===== src/rtl/readout_pkg.sv =====
package readout_pkg;
  localparam int WORD_W      = 32;
  localparam int RES_W       = 30;
  localparam int CFG_BITS    = 8;
  localparam int CNT_W       = 18;
  localparam int OSR_BASE    = 32;
  localparam int CORE_MULT   = 40;
  localparam int CORE_OFFSET = 170;

  typedef struct packed {
    logic startConv;
    logic loadWord;
    logic shiftOut;
    logic captureBit;
    logic captureLast;
  } strobe_t;

  typedef struct packed {
    logic [1:0] pair;
    logic       globalRef;
    logic [2:0] osrCode;
    logic       fastMode;
  } cfg_t;

  localparam cfg_t CFG_RESET = '{pair: 2'd0, globalRef: 1'b0, osrCode: 3'd3, fastMode: 1'b0};

  // Counter load value: conversion length minus one.
  function automatic logic [CNT_W-1:0] convLoad(input logic [2:0] code);
    int len;
    len = CORE_MULT * (OSR_BASE << code) + CORE_OFFSET - 1;
    return CNT_W'(len);
  endfunction
endpackage


===== src/rtl/readout_ctrl.sv =====
module readout_ctrl
  import readout_pkg::*;
#(
  parameter int WIDTH = WORD_W,
  parameter int CAPN  = CFG_BITS
) (
  input  logic    clk,
  input  logic    rstN,
  input  logic    csN,
  input  logic    sckIn,
  input  logic    convDone,
  output strobe_t stb,
  output logic    busy,
  output logic    inOut
);
  localparam int BC_W   = $clog2(WIDTH);
  localparam int CAP_LO = WIDTH - CAPN;

  typedef enum logic [1:0] {ST_CONV, ST_SLEEP, ST_OUT} state_t;

  state_t          state, stateNext;
  logic [BC_W-1:0] bitCnt;
  logic            sckPrev;
  logic            sckRise, sckFall;

  assign sckRise = sckIn & ~sckPrev;
  assign sckFall = ~sckIn & sckPrev;

  always_comb begin
    stb       = '0;
    stateNext = state;
    case (state)
      ST_CONV: if (convDone) begin
        stb.loadWord = 1'b1;
        stateNext    = ST_SLEEP;
      end
      ST_SLEEP: if (!csN) stateNext = ST_OUT;
      ST_OUT: begin
        if (csN) begin
          stb.startConv = 1'b1;
          stateNext     = ST_CONV;
        end else begin
          if (sckRise && (int'(bitCnt) >= CAP_LO)) begin
            stb.captureBit  = 1'b1;
            stb.captureLast = (int'(bitCnt) == CAP_LO);
          end
          if (sckFall) begin
            stb.shiftOut = 1'b1;
            if (bitCnt == '0) begin
              stb.startConv = 1'b1;
              stateNext     = ST_CONV;
            end
          end
        end
      end
      default: stateNext = ST_CONV;
    endcase
  end

  always_ff @(posedge clk or negedge rstN) begin
    if (!rstN) begin
      state   <= ST_CONV;
      bitCnt  <= BC_W'(WIDTH - 1);
      sckPrev <= 1'b0;
    end else begin
      state   <= stateNext;
      sckPrev <= sckIn;
      if (stb.startConv)     bitCnt <= BC_W'(WIDTH - 1);
      else if (stb.shiftOut) bitCnt <= bitCnt - 1'b1;
    end
  end

  assign busy  = (state == ST_CONV);
  assign inOut = (state == ST_OUT);
endmodule


===== src/rtl/readout_dp.sv =====
module readout_dp
  import readout_pkg::*;
#(
  parameter int WIDTH = WORD_W,
  parameter int RESW  = RES_W,
  parameter int CAPN  = CFG_BITS,
  parameter int CW    = CNT_W
) (
  input  logic            clk,
  input  logic            rstN,
  input  strobe_t         stb,
  input  logic            sdi,
  input  logic [RESW-1:0] resultIn,
  output logic            convDone,
  output logic [WIDTH-1:0] word,
  output cfg_t            cfgActive
);
  localparam int PAD_W = WIDTH - RESW;

  logic [CW-1:0]   convCnt;
  logic [CAPN-1:0] cfgShift;
  logic [CAPN-1:0] pendWord;
  logic            pendValid;
  cfg_t            cfgNext;

  // Enable bit is the MSB of the captured word; the rest maps onto cfg_t.
  always_comb begin
    cfgNext = cfgActive;
    if (pendValid && pendWord[CAPN-1]) cfgNext = cfg_t'(pendWord[CAPN-2:0]);
  end

  assign convDone = (convCnt == '0);

  always_ff @(posedge clk or negedge rstN) begin
    if (!rstN) begin
      convCnt   <= convLoad(CFG_RESET.osrCode);
      cfgActive <= CFG_RESET;
      cfgShift  <= '0;
      pendWord  <= '0;
      pendValid <= 1'b0;
      word      <= '0;
    end else begin
      if (stb.startConv) begin
        convCnt   <= convLoad(cfgNext.osrCode);
        cfgActive <= cfgNext;
        pendValid <= 1'b0;
      end else if (!convDone) begin
        convCnt <= convCnt - 1'b1;
      end
      if (stb.captureBit) cfgShift <= {cfgShift[CAPN-2:0], sdi};
      if (stb.captureLast) begin
        pendWord  <= {cfgShift[CAPN-2:0], sdi};
        pendValid <= 1'b1;
      end
      if (stb.loadWord)      word <= {{PAD_W{1'b0}}, resultIn};
      else if (stb.shiftOut) word <= {word[WIDTH-2:0], 1'b0};
    end
  end
endmodule


===== src/rtl/readout_seq.sv =====
module readout_seq
  import readout_pkg::*;
(
  input  logic             clk,
  input  logic             rstN,
  input  logic             csN,
  input  logic             sckIn,
  input  logic             sdi,
  input  logic [RES_W-1:0] resultIn,
  output logic             sdoData,
  output logic             sdoEn,
  output logic             busy,
  output logic [1:0]       chanPair,
  output logic             globalRef,
  output logic [2:0]       osrCode,
  output logic             fastMode
);
  strobe_t           stb;
  logic              convDone;
  logic              inOut;
  logic [WORD_W-1:0] word;
  cfg_t              cfgActive;

  readout_ctrl #(.WIDTH(WORD_W), .CAPN(CFG_BITS)) u_ctrl (
    .clk(clk), .rstN(rstN), .csN(csN), .sckIn(sckIn), .convDone(convDone),
    .stb(stb), .busy(busy), .inOut(inOut)
  );

  readout_dp #(.WIDTH(WORD_W), .RESW(RES_W), .CAPN(CFG_BITS), .CW(CNT_W)) u_dp (
    .clk(clk), .rstN(rstN), .stb(stb), .sdi(sdi), .resultIn(resultIn),
    .convDone(convDone), .word(word), .cfgActive(cfgActive)
  );

  assign sdoEn     = ~csN;
  assign sdoData   = inOut ? word[WORD_W-1] : busy;
  assign chanPair  = cfgActive.pair;
  assign globalRef = cfgActive.globalRef;
  assign osrCode   = cfgActive.osrCode;
  assign fastMode  = cfgActive.fastMode;
endmodule


===== config.mk =====
export PLATFORM = sky130hd
export DESIGN_NAME = readout_seq
export DESIGN_NICKNAME = d
export VERILOG_FILES = /design/src/rtl/readout_pkg.sv /design/src/rtl/readout_ctrl.sv /design/src/rtl/readout_dp.sv /design/src/rtl/readout_seq.sv
export SDC_FILE = /design/constraint.sdc
export NUM_CORES = 1
export LEC_CHECK = 0
export BUFFER_PORTS_ARGS = -buffer_cell sky130_fd_sc_hd__buf_2
export CAP_MARGIN = 20
export CORE_ASPECT_RATIO = 1.2
export CORE_MARGIN = 4
export CORE_UTILIZATION = 45
export CTS_BUF_LIST = sky130_fd_sc_hd__clkbuf_4 sky130_fd_sc_hd__clkbuf_8
export DETAILED_ROUTE_END_ITERATION = 10
export PLACE_DENSITY = 0.77
export SYNTH_ARGS = -nofsm -noshare
export SYNTH_HDL_FRONTEND = slang
export SYNTH_HIERARCHICAL = 1
export SYNTH_SLANG_ARGS = --single-unit
export TNS_END_PERCENT = 30

===== constraint.sdc =====
create_clock -name clk -period 3.2 [get_ports clk]
set_clock_uncertainty 0.2 [all_clocks]
set_input_delay 0.64 -clock clk [delete_from_list [all_inputs] [get_ports clk]]
set_output_delay 0.64 -clock clk [all_outputs]
set_load 0.005 [all_outputs]

* Word-level counts from Yosys, hierarchy flattened
Index checks and enable logic that the tools add are counted.
** Word-level totals
- Register bits after elaboration :: 81
- Latch bits :: 0
- Memory bits (writable) :: 0
- ROM bits :: 0
- Bits of input ports :: 35
- Output and inout port bits :: 10
- Word-level logic and storage cells :: 68
- Memories kept :: 0
** Cells by class
- Add/sub/neg operators :: 4
- Multiply operators :: 1
- Div/mod/pow operators :: 0
- $lt $le $gt $ge :: 1
- Equal/unequal tests :: 8
- Shifts and indexed selects :: 1
- Multiplexer cells :: 26
- Bitwise gates (word level) :: 5
- Reductions and logical operators :: 10
** Operators with widths (count)
- $mux 32 :: 2
- $mux 18 :: 2
- $mul 4x32->15 const A :: 1
- $shl 6x3->32 const A :: 1
- $add 18x9->18 const B :: 1
- $logic_not 18->1 :: 1
- $sub 18x1->18 const B :: 1
- $sub 18x2->18 const B :: 1
- $mux 2 :: 6
- $mux 1 :: 10
- $mux 5 :: 2
- $mux 3 :: 2
- $ne 3x2->1 const B :: 2
- $pmux 2 s3 :: 1
- $reduce_bool 2->1 :: 3
- $eq 5x4->1 const B :: 1
- $ge 5x5->1 const B :: 1
- $logic_not 5->1 :: 1
- $sub 5x1->5 const B :: 1
- $mux 4 :: 1
- $ne 2x2->1 const B :: 2
- $reduce_and 4->1 :: 1
- $not 1->1 :: 3
- $and 1x1->1 :: 2
- 6 further kinds :: 7

* Logic depth before layout (Yosys ltp)
- Depth after elaboration :: 8
- Mapped depth :: 12
- Mapped depth without buffers :: 12

* Hierarchy
Netlist, hierarchy kept.
** By module, submodules not included
- readout_dp :: instances 1, cells each 347, area an instance 3736.1 sq um
- readout_ctrl :: instances 1, cells each 50, area an instance 489.2 sq um
- readout_seq :: instances 1, cells each 2, area an instance 18.8 sq um

* Least setup slack after synthesis
OpenSTA, ideal clock, no wires.
- Path kind :: register to register
- Start point :: register u_dp.pendValid
- End point :: register u_dp.convCnt[17]
- Arrival time :: 2.818 ns
- Required time :: 2.866 ns
- Path slack :: 0.048 ns
- Stages on the path, launching flop included :: 12
- Path buffers :: 0
- Period minus slack after synthesis :: 3.152 ns
- Path through :: dfrtp_1 nand2_1 mux2i_1 nor3_1 ha_1 ha_1 fa_1 a211oi_1 o21bai_1 a21oi_1 xor2_1 mux2i_1
** On the way
- Word-level cells in the longest chain between the ends :: 7
** RTL lines
- start, declared :: line readout_dp.sv:23 : logic pendValid;
- start signal, assigned :: line readout_dp.sv:40 : pendValid <= 1'b0;
- start signal, assigned :: line readout_dp.sv:46 : pendValid <= 1'b0;
- start signal, assigned :: line readout_dp.sv:53 : pendValid <= 1'b1;
- $logic_and 1x1->1 :: line readout_dp.sv:29 : if (pendValid && pendWord[CAPN-1]) cfgNext = cfg_t'(pendWord[CAPN-2:0]);
- $mux 4 :: line readout_dp.sv:29
- $shl 6x3->32 :: line readout_pkg.sv:30 : len = CORE_MULT * (OSR_BASE << code) + CORE_OFFSET - 1;
- $mul 4x32->15 :: line readout_pkg.sv:30
- $add 18x9->18 :: line readout_pkg.sv:30
- $sub 18x2->18 :: line readout_pkg.sv:30
- $mux 18 :: line readout_dp.sv:43 : if (stb.startConv) begin
- end signal, assigned :: line readout_dp.sv:36 : convCnt <= convLoad(CFG_RESET.osrCode);
- end signal, assigned :: line readout_dp.sv:44 : convCnt <= convLoad(cfgNext.osrCode);
- end signal, assigned :: line readout_dp.sv:48 : convCnt <= convCnt - 1'b1;
- end, declared :: line readout_dp.sv:20 : logic [CW-1:0] convCnt;
Every way passes these cells.
A chain may end at the register's enable or synchronous reset.

* Worst setup path after layout
Same ends and word-level chain as after synthesis.

==> flow_summary_export.csv <==
group,metric,value,unit
detailed_routing,viasPerCell,5.38,
job,drv_cap,0,
clock_tree,clk_latency,0.37,ns
synthesis,ys_ff_latch,81,
detailed_routing,dr.first_iter.drc_count,149,
final_layout,syn2layout_area_growth,16.5,%
synthesis,synth-simple-area-share,0.145,
critical_path,reg2regPathDepth,12,
global_route,grt_pass1_vias,3160,
final_layout,fin_nets,502,
floorplanning,io_pins,45,
critical_path,end_kind,"flip-flop",
critical_path,worst-path-max-fanout,4,
sta,setup_ws,0.155,ns
floorplanning,num_rows,38,
final_layout,layout-drive-gt1-share,0.289,
placed_design,hpwlAfterDp,5.81,mm
synthesis,syn_area,4240,µm²
synthesis,async_flop_share,1.00,
global_route,grt_start_max_net_pins,82,
sta,post-route-period-util,0.951,
synthesis,syn_area_per_cell,10.6,µm²
detailed_routing,antenna_left,0,
critical_path,crit_type,"reg2reg",
floorplanning,core_area,9130,µm²
placed_design,dp_slack,0.0586,ns
clock_tree,cts_sinks,81,
detailed_routing,vias,3102,
clock_tree,tritoncts,"built",
critical_path,cp.required,3.25,ns
sta,slew_violations,0,
power,leakagePower,2.20,nW
synthesis,synth_edf_count,0,
clock_tree,cts_root_buf,"clkbuf_8",
power,p_per_area,485,nW/µm²
sta,clock.fmax,328,MHz
floorplanning,dieArea,11100,µm²
clock_tree,htree_levels,3,
floorplanning,start_util,0.465,
global_route,grt-ovfl-total,0,
detailed_routing,drc_errors,0,
synthesis,synth_mux_area_frac,0.160,
detailed_routing,firstDrtPassIters,4,
final_layout,insertedDiodeCount,0,
synthesis,ys_types,52,
sta,worstMarginPinSlew,0.520,ns
placed_design,gp_congestion,0.840,
synthesis,synthAdderAreaFrac,0.0460,
synthesis,syn_nets,449,
global_route,grt_pass1_wl,14.5,mm
critical_path,r2r_slack,0.16,ns
synthesis,synth_flop_cell,"dfrtp_1",
critical_path,cp-start-kind,"flip-flop",
sta,hold_viol_final,0,
worst_hold_path,min_path_type,"in2reg",
global_route,antenna_found_initial,0,
synthesis,yosysSeqAreaShare,0.481,
synthesis,syn_inst,399,
synthesis,synth_compound_area_frac,0.109,
status,status,"finished clean",
floorplanning,die_h,114,µm
clock_tree,clk_pin_slew,0.09,ns
detailed_routing,routed_wl,8.22,mm
sta,setup_viol,0,
power,finalPower,0.00240,W
final_layout,utilization,0.541,
clock_tree,numCtsBuffers,9,
placed_design,portBuffers,44,
sta,fin_crit,3.04,ns
critical_path,worstPathArrival,3.10,ns
clock_tree,cts_max_path_buffers,2,
sta,holdWs,0.234,ns
sta,maxSlewHeadroom,0.650,
power,peakVddDrop,294,µV
synthesis,synth_top_family_by_area,"multiplexers",
floorplanning,die_x,96.7,µm
synthesis,ys_warn_count,6,
worst_hold_path,worstHoldPathCells,1,
synthesis,synthXorXnorAreaFrac,0.0330,
detailed_routing,wire_per_inst,14.2,µm
global_route,grtUsageTotal,0.160,
-- layout make-up --
class / instances / area, µm²
fillers: 804 / 4190
clock inverters: 7 / 78.8
flip-flops and latches: 81 / 2040
inverters: 9 / 33.8
repair buffers: 59 / 370
multi-input cells: 292 / 2140
well taps: 120 / 150
clock buffers: 9 / 124
-- final timing paths --
kind | start | end
min in group asynchronous | rstN | u_dp/convCnt[4]$_DFFE_PN0P_
worst min-delay path | sckIn | u_ctrl/sckPrev$_DFF_PN0_
max in group asynchronous | rstN | u_dp/cfgActive[1]$_DFFE_PN1P_
worst min register to register | u_dp/pendWord[5]$_DFFE_PN0P_ | u_dp/cfgActive[5]$_DFFE_PN0P_
worst max-delay path | u_dp/pendValid$_DFFE_PN0P_ | u_dp/convCnt[17]$_DFFE_PN0P_
worst max register to register | u_dp/pendValid$_DFFE_PN0P_ | u_dp/convCnt[17]$_DFFE_PN0P_
-- power breakdown --
group | switching [W] | internal, W | total [W]
Combinational | 0.000182 | 0.000179 | 0.000361
Clock | 0.000409 | 0.000368 | 0.000777
Sequential | 0.000113 | 0.00115 | 0.00126
-- placed cells by master, fill, tap and decap left out, drive strengths merged, types with 6 or more instances in the layout --
| cell type | netlist | layout |
|---|---|---|
| nor4 | 6 | 6 |
| buf | 3 | 58 |
| xor2 | 8 | 8 |
| a211oi | 9 | 9 |
| xnor2 | 8 | 8 |
| mux2 | 27 | 27 |
| mux2i | 37 | 37 |
| dfstp | 13 | 13 |
| clkbuf | 14 | 9 |
| dfrtp | 68 | 68 |
| o21ai | 38 | 38 |
| a21oi | 8 | 8 |
| nand2 | 44 | 44 |
| nor2 | 21 | 21 |
| nor3 | 8 | 8 |
| ha | 14 | 14 |
| inv | 8 | 10 |
-- cell usage after synthesis (9+ instances only) --
library cell  count  share of area
a211oi_1          9          0.016
clkbuf_1         14          0.012
dfrtp_1          68           0.40
dfstp_2          13          0.080
ha_1             14          0.041
mux2_2           26          0.069
mux2i_1          37          0.087
nand2_1          44          0.039
nor2_1           21          0.019
o21ai_0          36          0.042
-- sequential cells by signal, summed over array words and instances (netlist names) --
register / cells
u_dp/pendValid: 1
u_dp/word: 32
u_dp/pendWord: 8
u_dp/cfgActive: 7
u_ctrl/sckPrev: 1
u_ctrl/bitCnt: 5
u_dp/cfgShift: 7
u_ctrl/state: 2
u_dp/convCnt: 18
-- per-layer routing --
layer,wire length (µm),vias up,share of wire,global-route usage
li1,-,1537,-,-
met1,3550,1487,0.43,0.195
met2,4070,62,0.50,0.272
met3,415,16,0.051,0.0360
met4,186,0,0.023,0.0712
met5,0,-,0,0
-- per-stage QoR --
| stage | cell area [µm²] | instances | TNS [ns] |
|---|---|---|---|
| 2_1_floorplan | 4240 | 399 | 0 |
| 3_3_place_gp | 4660 | 559 | 0 |
| 3_5_place_dp | 4660 | 559 | 0 |
| 4_1_cts | 4870 | 575 | 0 |
| 5_1_grt | 4940 | 577 | -0.0346 |
| 6_report | 4940 | 577 | 0 |
-- critical path: stages (launching register included) --
cell and delay (ns):
dfrtp_1 0.40, nand2_2 0.10, buf_4 0.15, nand2_1 0.09, and2_2 0.24, and3_1 0.22, ha_1 0.34, fa_2 0.43
a211oi_2 0.27, o21bai_1 0.11, a21oi_1 0.15, xor2_1 0.15, mux2i_1 0.09
-- logic make-up (layout without fill, tap and decap cells) --
group	count (synthesis)	in the layout
AO/OA/AOI/OAI	78	78
XOR/XNOR	16	16
adder cells (fa/ha/maj)	15	15
buffers and inverters	26	84
flip-flops	81	81
multiplexers	64	64
other	1	1
AND/OR/NAND/NOR	118	118
-- what timing repair did --
action	in CTS	in global routing
resized for setup	0	10
endpoints found under the setup margin	0	3
hold buffers	0	1
endpoints found under the hold margin	0	6
buffers inserted	0	0
Note: power is estimated with default switching activity, not from simulation.
